===== src/rtl/stress_seq_pkg.sv =====
package stress_seq_pkg;

  // Role of a block within one half of the period (blocks 4..7 reuse it, inverted)
  typedef enum logic [1:0] {
    KIND_RAND_A = 2'd0,
    KIND_RUN    = 2'd1,
    KIND_RAND_B = 2'd2,
    KIND_DIFF   = 2'd3
  } blk_kind_e;

  localparam int        DEF_LFSR_W   = 28;
  localparam int        DEF_TAP_HI   = 28;
  localparam int        DEF_TAP_LO   = 25;
  localparam int        DEF_RAND_LEN = 5437;
  localparam int        DEF_RUN_LEN  = 72;
  localparam int        DEF_DIFF_LEN = 5434;
  localparam logic [27:0] DEF_SEED_A = 28'h0080080;
  localparam logic [27:0] DEF_SEED_B = 28'hFFFFFFF;

  function automatic blk_kind_e kind_of(input logic [2:0] idx);
    return blk_kind_e'(idx[1:0]);
  endfunction

  // The shift register is reloaded before every block that reads it
  function automatic logic needs_reseed(input blk_kind_e k);
    return k != KIND_RUN;
  endfunction

endpackage


===== src/rtl/stress_seq_lfsr.sv =====
module stress_seq_lfsr #(
  parameter int          W          = 28,
  parameter int          TAP_HI     = 28,
  parameter int          TAP_LO     = 25,
  parameter logic [W-1:0] RESET_SEED = '1
) (
  input  logic         clk,
  input  logic         rst,
  input  logic         load,
  input  logic         step,
  input  logic [W-1:0] seed_in,
  output logic         out_bit,
  output logic [W-1:0] state_q
);

  localparam int HI_IDX = W - 1;
  localparam int LO_IDX = W - 1 - (TAP_HI - TAP_LO);

  // Oldest bit leaves at the top, new bit enters at the bottom
  function automatic logic [W-1:0] advance(input logic [W-1:0] s);
    return {s[W-2:0], s[HI_IDX] ^ s[LO_IDX]};
  endfunction

  assign out_bit = state_q[HI_IDX];

  always_ff @(posedge clk) begin
    if (rst)       state_q <= RESET_SEED;
    else if (load) state_q <= seed_in;
    else if (step) state_q <= advance(state_q);
  end

  // a nonzero seed never collapses to the all-zero lockup state
  assert_nonzero_R2: assert property (@(posedge clk) disable iff (rst)
    state_q != '0);

  // a reload takes the seed presented in the previous cycle
  assert_reload_R4: assert property (@(posedge clk) disable iff (rst)
    load |=> state_q == $past(seed_in));

endmodule


===== src/rtl/stress_seq_diff.sv =====
module stress_seq_diff (
  input  logic clk,
  input  logic rst,
  input  logic clr,
  input  logic adv,
  input  logic data_in,
  output logic enc_bit,
  output logic state_q
);

  // A zero flips the line, a one keeps it
  function automatic logic encode(input logic prev, input logic d);
    return prev ^ ~d;
  endfunction

  assign enc_bit = encode(state_q, data_in);

  always_ff @(posedge clk) begin
    if (rst || clr) state_q <= 1'b0;
    else if (adv)   state_q <= enc_bit;
  end

  assert_clear_R5: assert property (@(posedge clk) disable iff (rst)
    (clr && !adv) |=> state_q == 1'b0);

  assert_toggle_R5: assert property (@(posedge clk) disable iff (rst)
    (adv && !clr && !data_in) |=> state_q != $past(state_q));

  assert_hold_R5: assert property (@(posedge clk) disable iff (rst)
    (adv && !clr && data_in) |=> $stable(state_q));

endmodule


===== src/rtl/stress_seq_ctrl.sv =====
module stress_seq_ctrl
  import stress_seq_pkg::*;
#(
  parameter int RAND_LEN = 5437,
  parameter int RUN_LEN  = 72,
  parameter int DIFF_LEN = 5434,
  parameter int POS_W    = 13
) (
  input  logic             clk,
  input  logic             rst,
  input  logic             en,
  output logic [2:0]       blk_idx,
  output logic [POS_W-1:0] bit_pos,
  output logic             wrap,
  output logic             first
);

  function automatic logic [POS_W-1:0] last_of(input blk_kind_e k);
    case (k)
      KIND_RUN:  return POS_W'(RUN_LEN - 1);
      KIND_DIFF: return POS_W'(DIFF_LEN - 1);
      default:   return POS_W'(RAND_LEN - 1);
    endcase
  endfunction

  logic [POS_W-1:0] last_pos;

  assign last_pos = last_of(kind_of(blk_idx));
  assign wrap     = en && (bit_pos == last_pos);
  assign first    = (blk_idx == 3'd0) && (bit_pos == '0);

  always_ff @(posedge clk) begin
    if (rst) begin
      blk_idx <= 3'd0;
      bit_pos <= '0;
    end else if (en) begin
      if (bit_pos == last_pos) begin
        bit_pos <= '0;
        blk_idx <= blk_idx + 3'd1;
      end else begin
        bit_pos <= bit_pos + 1'b1;
      end
    end
  end

  assert_pos_in_block_R7: assert property (@(posedge clk) disable iff (rst)
    bit_pos <= last_pos);

  assert_block_step_R7: assert property (@(posedge clk) disable iff (rst)
    wrap |=> (blk_idx == $past(blk_idx) + 3'd1) && (bit_pos == '0));

  assert_block_steady_R7: assert property (@(posedge clk) disable iff (rst)
    (en && !wrap) |=> $stable(blk_idx));

  assert_freeze_R8: assert property (@(posedge clk) disable iff (rst)
    !en |=> $stable(blk_idx) && $stable(bit_pos));

endmodule


===== src/rtl/stress_seq_gen.sv =====
module stress_seq_gen
  import stress_seq_pkg::*;
#(
  parameter int          LFSR_W   = DEF_LFSR_W,
  parameter int          TAP_HI   = DEF_TAP_HI,
  parameter int          TAP_LO   = DEF_TAP_LO,
  parameter int          RAND_LEN = DEF_RAND_LEN,
  parameter int          RUN_LEN  = DEF_RUN_LEN,
  parameter int          DIFF_LEN = DEF_DIFF_LEN,
  parameter logic [LFSR_W-1:0] SEED_A = DEF_SEED_A,
  parameter logic [LFSR_W-1:0] SEED_B = DEF_SEED_B
) (
  input  logic       clk,
  input  logic       rst,
  input  logic       en,
  output logic       pattern_bit,
  output logic       start_mark,
  output logic [2:0] block_idx
);

  localparam int MAX_AB  = (RAND_LEN > DIFF_LEN) ? RAND_LEN : DIFF_LEN;
  localparam int MAX_LEN = (MAX_AB > RUN_LEN) ? MAX_AB : RUN_LEN;
  localparam int POS_W   = $clog2(MAX_LEN);

  logic [POS_W-1:0]  bit_pos;
  logic              seq_wrap;
  logic              seq_first;
  blk_kind_e         cur_kind;
  blk_kind_e         nxt_kind;
  logic              lfsr_load;
  logic              lfsr_step;
  logic [LFSR_W-1:0] lfsr_seed;
  logic [LFSR_W-1:0] lfsr_state;
  logic              lfsr_bit;
  logic              diff_adv;
  logic              diff_bit;
  logic              diff_state;
  logic              raw_bit;

  stress_seq_ctrl #(
    .RAND_LEN(RAND_LEN), .RUN_LEN(RUN_LEN), .DIFF_LEN(DIFF_LEN), .POS_W(POS_W)
  ) u_ctrl (
    .clk(clk), .rst(rst), .en(en),
    .blk_idx(block_idx), .bit_pos(bit_pos), .wrap(seq_wrap), .first(seq_first)
  );

  assign cur_kind  = kind_of(block_idx);
  assign nxt_kind  = kind_of(block_idx + 3'd1);
  assign lfsr_load = seq_wrap && needs_reseed(nxt_kind);
  assign lfsr_seed = (nxt_kind == KIND_RAND_B) ? SEED_B : SEED_A;
  assign lfsr_step = en && !seq_wrap;

  stress_seq_lfsr #(
    .W(LFSR_W), .TAP_HI(TAP_HI), .TAP_LO(TAP_LO), .RESET_SEED(SEED_A)
  ) u_lfsr (
    .clk(clk), .rst(rst), .load(lfsr_load), .step(lfsr_step),
    .seed_in(lfsr_seed), .out_bit(lfsr_bit), .state_q(lfsr_state)
  );

  assign diff_adv = en && !seq_wrap && (cur_kind == KIND_DIFF);

  stress_seq_diff u_diff (
    .clk(clk), .rst(rst), .clr(seq_wrap), .adv(diff_adv),
    .data_in(lfsr_bit), .enc_bit(diff_bit), .state_q(diff_state)
  );

  always_comb begin
    unique case (cur_kind)
      KIND_RUN:  raw_bit = (bit_pos == '0);
      KIND_DIFF: raw_bit = diff_bit;
      default:   raw_bit = lfsr_bit;
    endcase
  end

  // Upper half of the period is the lower half inverted
  assign pattern_bit = en & (raw_bit ^ block_idx[2]);
  assign start_mark  = en & seq_first;

  // closing block 7 rearms the first seed and returns to block 0
  assert_period_wrap_R1: assert property (@(posedge clk) disable iff (rst)
    (seq_wrap && block_idx == 3'd7) |=> (lfsr_state == SEED_A) && (block_idx == 3'd0));

  // the differential block starts from a cleared encoder and the first seed
  assert_diff_entry_R5: assert property (@(posedge clk) disable iff (rst)
    (seq_wrap && nxt_kind == KIND_DIFF) |=> (diff_state == 1'b0) && (lfsr_state == SEED_A));

  // inside the inverted run block every bit after the first is one
  assert_run_inverted_R6: assert property (@(posedge clk) disable iff (rst)
    (en && block_idx == 3'd5 && bit_pos != '0) |-> pattern_bit);

  // an idle cycle drives nothing
  assert_idle_quiet_R8: assert property (@(posedge clk) disable iff (rst)
    !en |-> !pattern_bit && !start_mark);

endmodule


===== config.mk =====
export PLATFORM = sky130hd
export DESIGN_NAME = stress_seq_gen
export DESIGN_NICKNAME = d
export VERILOG_FILES = /design/src/rtl/stress_seq_pkg.sv /design/src/rtl/stress_seq_lfsr.sv /design/src/rtl/stress_seq_diff.sv /design/src/rtl/stress_seq_ctrl.sv /design/src/rtl/stress_seq_gen.sv
export SDC_FILE = /design/constraint.sdc
export NUM_CORES = 1
export LEC_CHECK = 0
export BUFFER_PORTS_ARGS = -buffer_cell sky130_fd_sc_hd__buf_4
export CORE_ASPECT_RATIO = 0.7
export CORE_MARGIN = 3
export CORE_UTILIZATION = 30
export CTS_CLUSTER_SIZE = 12
export DETAILED_ROUTE_END_ITERATION = 8
export GPL_TIMING_DRIVEN = 0
export SETUP_SLACK_MARGIN = 0.4
export SYNTH_ARGS = -nofsm -noshare
export SYNTH_HDL_FRONTEND = slang
export SYNTH_SLANG_ARGS = --single-unit

===== constraint.sdc =====
create_clock -name clk -period 3.5 [get_ports clk]
set_input_delay 0.175 -clock clk [delete_from_list [all_inputs] [get_ports clk]]
set_output_delay 0.175 -clock clk [all_outputs]
set_load 0.02 [all_outputs]

==> results.txt <==
----------------------------------------------------
[Power and ir drop]
  Sequential share of power ... 56.2%
  Cell internal power dissipation ... 719.5 uW
  Leakage power figure ... 0.9543 nW
  Total power density per cell area ... 387.5 mW/mm2
  Proportion of power drawn by combinational gates ... 10.3%
  Worst voltage drop across the vdd grid ... 0.2020 mV
  Overall power of the completed layout ... 981.2 uW
  Proportion of power drawn by the clock network ... 33.5%
  Net switching power ... 261.7 uW
  Switch share ... 26.67%

[Global routing]
  Vias in the first global route ... 1663
  Tot GR Track Use ... 11.87%
  Gr ovfl total ... 0
  Routing usage on met2 ... 15.31%
  Maximum number of pins on one net before global-route repair ... 16
  First-pass GRT wire length ... 8.376 mm
  Number of antenna violations at the first check in global routing ... 0
  Fraction of met3 tracks used by global routing ... 2.193%
  Met1 demand-to-capacity share in global routing ... 19.24%
  Most congested layer reported by global routing ... met1

[Synth]
  YS warnings ... 0
  Number of cells produced by synthesis ... 252
  Synthesized cell area ... 0.002272 mm2
  Proportion of register bits with asynchronous set or reset after synthesis ... 0%
  Sequential-to-total area share from yosys stat ... 39.65%
  Number of flip-flops and latches in the synthesized netlist ... 45
  Syn Nets ... 262
  Post-Synthesis Mean Instance Area ... 9.017 um2
  Most used DFF post-synth ... sky130_fd_sc_hd__dfxtp_1
  Number of flops mapped to enable cells by yosys ... 0
  Distinct cell type count after synthesis ... 40

[Timing]
  Setup repair after global routing missed its margin ... no
  Final setup violation count ... 0
  Fin crit period ... 2448 ps
  Number of pins with negative max-slew slack in the final report ... 0
  Max Clock Freq ... 0.4084 GHz
  Relative max-transition margin ... 52.71%
  Worst-case clock skew ... 8.926 ps
  Slew at the pin closest to its max-slew limit ... 709.4 ps
  Final TNS setup ... 0 ps
  Period utilization ... 69.95%
  Final worst slack ... 1052 ps
  Fin. Hold Viols ... 0

[Setup path]
  Crit-path max FO ... 9
  Reg-to-reg setup timing slack ... 1050 ps
  Launching point of the worst reg2reg path ... u_ctrl.blk_idx[1]
  Arr. time, crit path ... 2640 ps
  Startpoint class of the critical path ... flip-flop
  Worst R2R End ... u_lfsr.state_q[0]
  Crit-path cells ... inv_1 > ha_1 > or3_1 > a21oi_4 > o2111ai_2 > mux2_1 > a41o_1
  Slowest stage cell, crit path ... sky130_fd_sc_hd__or3_1
  Slowest Stage Delay on Critical Path ... 420 ps
  Type of the worst setup path ... flip-flop to flip-flop
  CP required ... 3690 ps
  CP Capture Type ... flip-flop
  Cell count of the worst reg-to-reg path ... 7

[Floorplanning]
  Initial Util ... 32.28%
  Core region area ... 0.007038 mm2
  Die extent in x ... 110.0 um
  FP Rows ... 25
  Ports ... 8
  Die height ... 78.82 um
  Die Footprint ... 0.008671 mm2

[Drt]
  Router iterations before antenna repair ... 4
  Antenna-violating nets left ... 0
  Routed vias ... 1769
  Initial drt markers ... 85
  Vias per cell ... 4.900
  DRC violations left ... 0
  Average wire per standard cell ... 13.21 um
  Total wire length ... 4.769 mm

[Layout]
  Fraction of final layout cells sized beyond drive strength 1 ... 17.23%
  Number of inserted filler cells in the final layout ... 737
  Total Nets Final ... 276
  Area added between synthesis and finish ... 11.45%
  Most common library cell in the layout ignoring fill and taps ... sky130_fd_sc_hd__dfxtp_1
  Final Cell Area ... 0.002532 mm2
  Count of antenna diodes in the layout ... 0
  Area used by multi-input combinational logic ... 0.001257 mm2
  Sequential cell area in the final layout ... 900.9 um2
  Commonest non-fill, non-tap cells in the layout ... 45 x sky130_fd_sc_hd__dfxtp_1, 36 x sky130_fd_sc_hd__nand2_1, 31 x sky130_fd_sc_hd__a21oi_1
  Final Util ... 35.98%

[Flow run]
  Number of maximum-capacitance violations ... 0

[CTS]
  Skew-Pair Late Insertion Delay ... 300 ps
  Number of H-tree branching levels ... 2
  Gates resized, CTS repair ... 0
  Deepest clock path buffer count ... 2
  TritonCTS clock tree ... built
  Post CTS Setup Buffer Count ... 0
  Clock-pin slew of the registers on the worst-case setup and hold paths ... 90 ps
  Number of clock buffers inserted by TritonCTS ... 5
  Number of sinks handled by clock tree synthesis ... 45
  CTS Root Cell ... sky130_fd_sc_hd__clkbuf_8
  Hold-fix buffers, CTS ... 0

[Worst hold path]
  Worst hold path endpoint ... u_lfsr.state_q[7]
  HP Class ... input port to flip-flop
  Worst Hold Launch ... rst
  Hold Path Cell Cnt ... 3

[Placed design]
  Count of buffers from port buffering ... 7
  Final weighted congestion of routability-driven global placement ... 0.7536
  Area after detailed placement ... 0.002442 mm2
  Dpl hpwl ... 3.342 mm
  DP Worst Slack ... 1075 ps

[Run status]
  Outcome ... finished, final reports clean

----------------------------------------------------
-- flip-flops by register name (all words and copies together), names as in the netlist --
| register | cells |
|---|---|
| u_ctrl.bit_pos | 13 |
| u_lfsr.state_q | 28 |
| u_ctrl.blk_idx | 3 |
| u_diff.state_q | 1 |
-- worst max-delay path by stage --
stage	start	endpoint	cells past startpoint
floorplan	u_ctrl.blk_idx[1]	u_lfsr.state_q[0]	7
global placement	u_ctrl.blk_idx[1]	u_lfsr.state_q[0]	7
detailed placement	u_ctrl.blk_idx[1]	u_lfsr.state_q[0]	7
CTS	u_ctrl.blk_idx[1]	u_lfsr.state_q[0]	7
global route	u_ctrl.blk_idx[1]	u_lfsr.state_q[0]	7
finish	u_ctrl.blk_idx[1]	u_lfsr.state_q[0]	7
-- cell families (layout without fill, tap and decap cells) --
logic type	after synthesis	count (layout)	synth area share [%]
muxes	2	2	0.9911
DFF	45	45	39.65
and+or+nand+nor	89	89	18.89
xor gates and xnor gates	16	16	6.167
adders and majority gates	7	7	3.854
buffers and inverters	23	38	5.011
AOI/OAI and AO/OA	70	70	25.44
-- stage by stage --
stage                     std cells  hold slack, ps
after floorplan                 252           322.3
after global placement          353           448.6
after detailed placement        353           452.0
after CTS                       361           178.4
after global routing            361           213.7
final                           361           190.4
-- cells in the mapped netlist (2+ instances only) --
library cell | number | area [um2]
sky130_fd_sc_hd__a211oi_2 | 20 | 250.2
sky130_fd_sc_hd__and2_1 | 3 | 18.77
sky130_fd_sc_hd__mux2_1 | 2 | 22.52
sky130_fd_sc_hd__or3_1 | 2 | 12.51
sky130_fd_sc_hd__a21oi_1 | 31 | 155.2
sky130_fd_sc_hd__xor2_1 | 10 | 87.58
sky130_fd_sc_hd__nand2_1 | 36 | 135.1
sky130_fd_sc_hd__clkbuf_1 | 10 | 37.54
sky130_fd_sc_hd__and3_1 | 7 | 43.79
sky130_fd_sc_hd__a211oi_1 | 4 | 30.03
sky130_fd_sc_hd__o2111ai_1 | 2 | 17.52
sky130_fd_sc_hd__ha_1 | 7 | 87.58
sky130_fd_sc_hd__nor2_1 | 19 | 71.32
sky130_fd_sc_hd__nand3_1 | 5 | 25.02
sky130_fd_sc_hd__o21ai_1 | 2 | 10.01
sky130_fd_sc_hd__o2111ai_2 | 2 | 30.03
sky130_fd_sc_hd__nand3b_1 | 3 | 22.52
sky130_fd_sc_hd__and4_1 | 3 | 26.28
sky130_fd_sc_hd__nor2b_1 | 2 | 12.51
sky130_fd_sc_hd__buf_2 | 4 | 20.02
sky130_fd_sc_hd__dfxtp_1 | 45 | 900.9
sky130_fd_sc_hd__xnor2_1 | 6 | 52.55
sky130_fd_sc_hd__nor3_1 | 3 | 15.01
sky130_fd_sc_hd__inv_1 | 6 | 22.52
sky130_fd_sc_hd__buf_6 | 3 | 33.78
-- metal layers --
metal	up-vias	part of all wire, %
met2	21	39
met1	826	57
met4	0	0.92
met5	-	0
met3	4	3.4
li1	918	-
-- critical path, delay by kind of cell, from the launching register on --
family	cells	cell delay (ps)
compound gates	3	700
fa+ha+maj	1	300
buf+inv	1	110
flops	1	410
mux	1	400
simple gates	1	420
-- layout make-up --
type / count / share of cell area, %
inverters: 6 / 0.8893
repair buffers: 7 / 2.075
clock inverters: 3 / 0.8399
clock buffers: 5 / 2.717
flip-flops and latches: 45 / 35.57
multi-input cells: 184 / 49.65
well taps: 94 / 4.644
plain buffers: 17 / 3.607
-- power by group through the flow --
| stage | registers (mW) | clock network [mW] | logic, mW |
|---|---|---|---|
| 2_1_floorplan | 0.558 | 0 | 0.0807 |
| 3_3_place_gp | 0.562 | 0 | 0.0997 |
| 3_5_place_dp | 0.563 | 0 | 0.101 |
| 4_1_cts | 0.551 | 0.343 | 0.102 |
| 5_1_grt | 0.555 | 0.366 | 0.114 |
| 6_report | 0.551 | 0.329 | 0.101 |
Note: power is estimated with default switching activity, not from simulation.
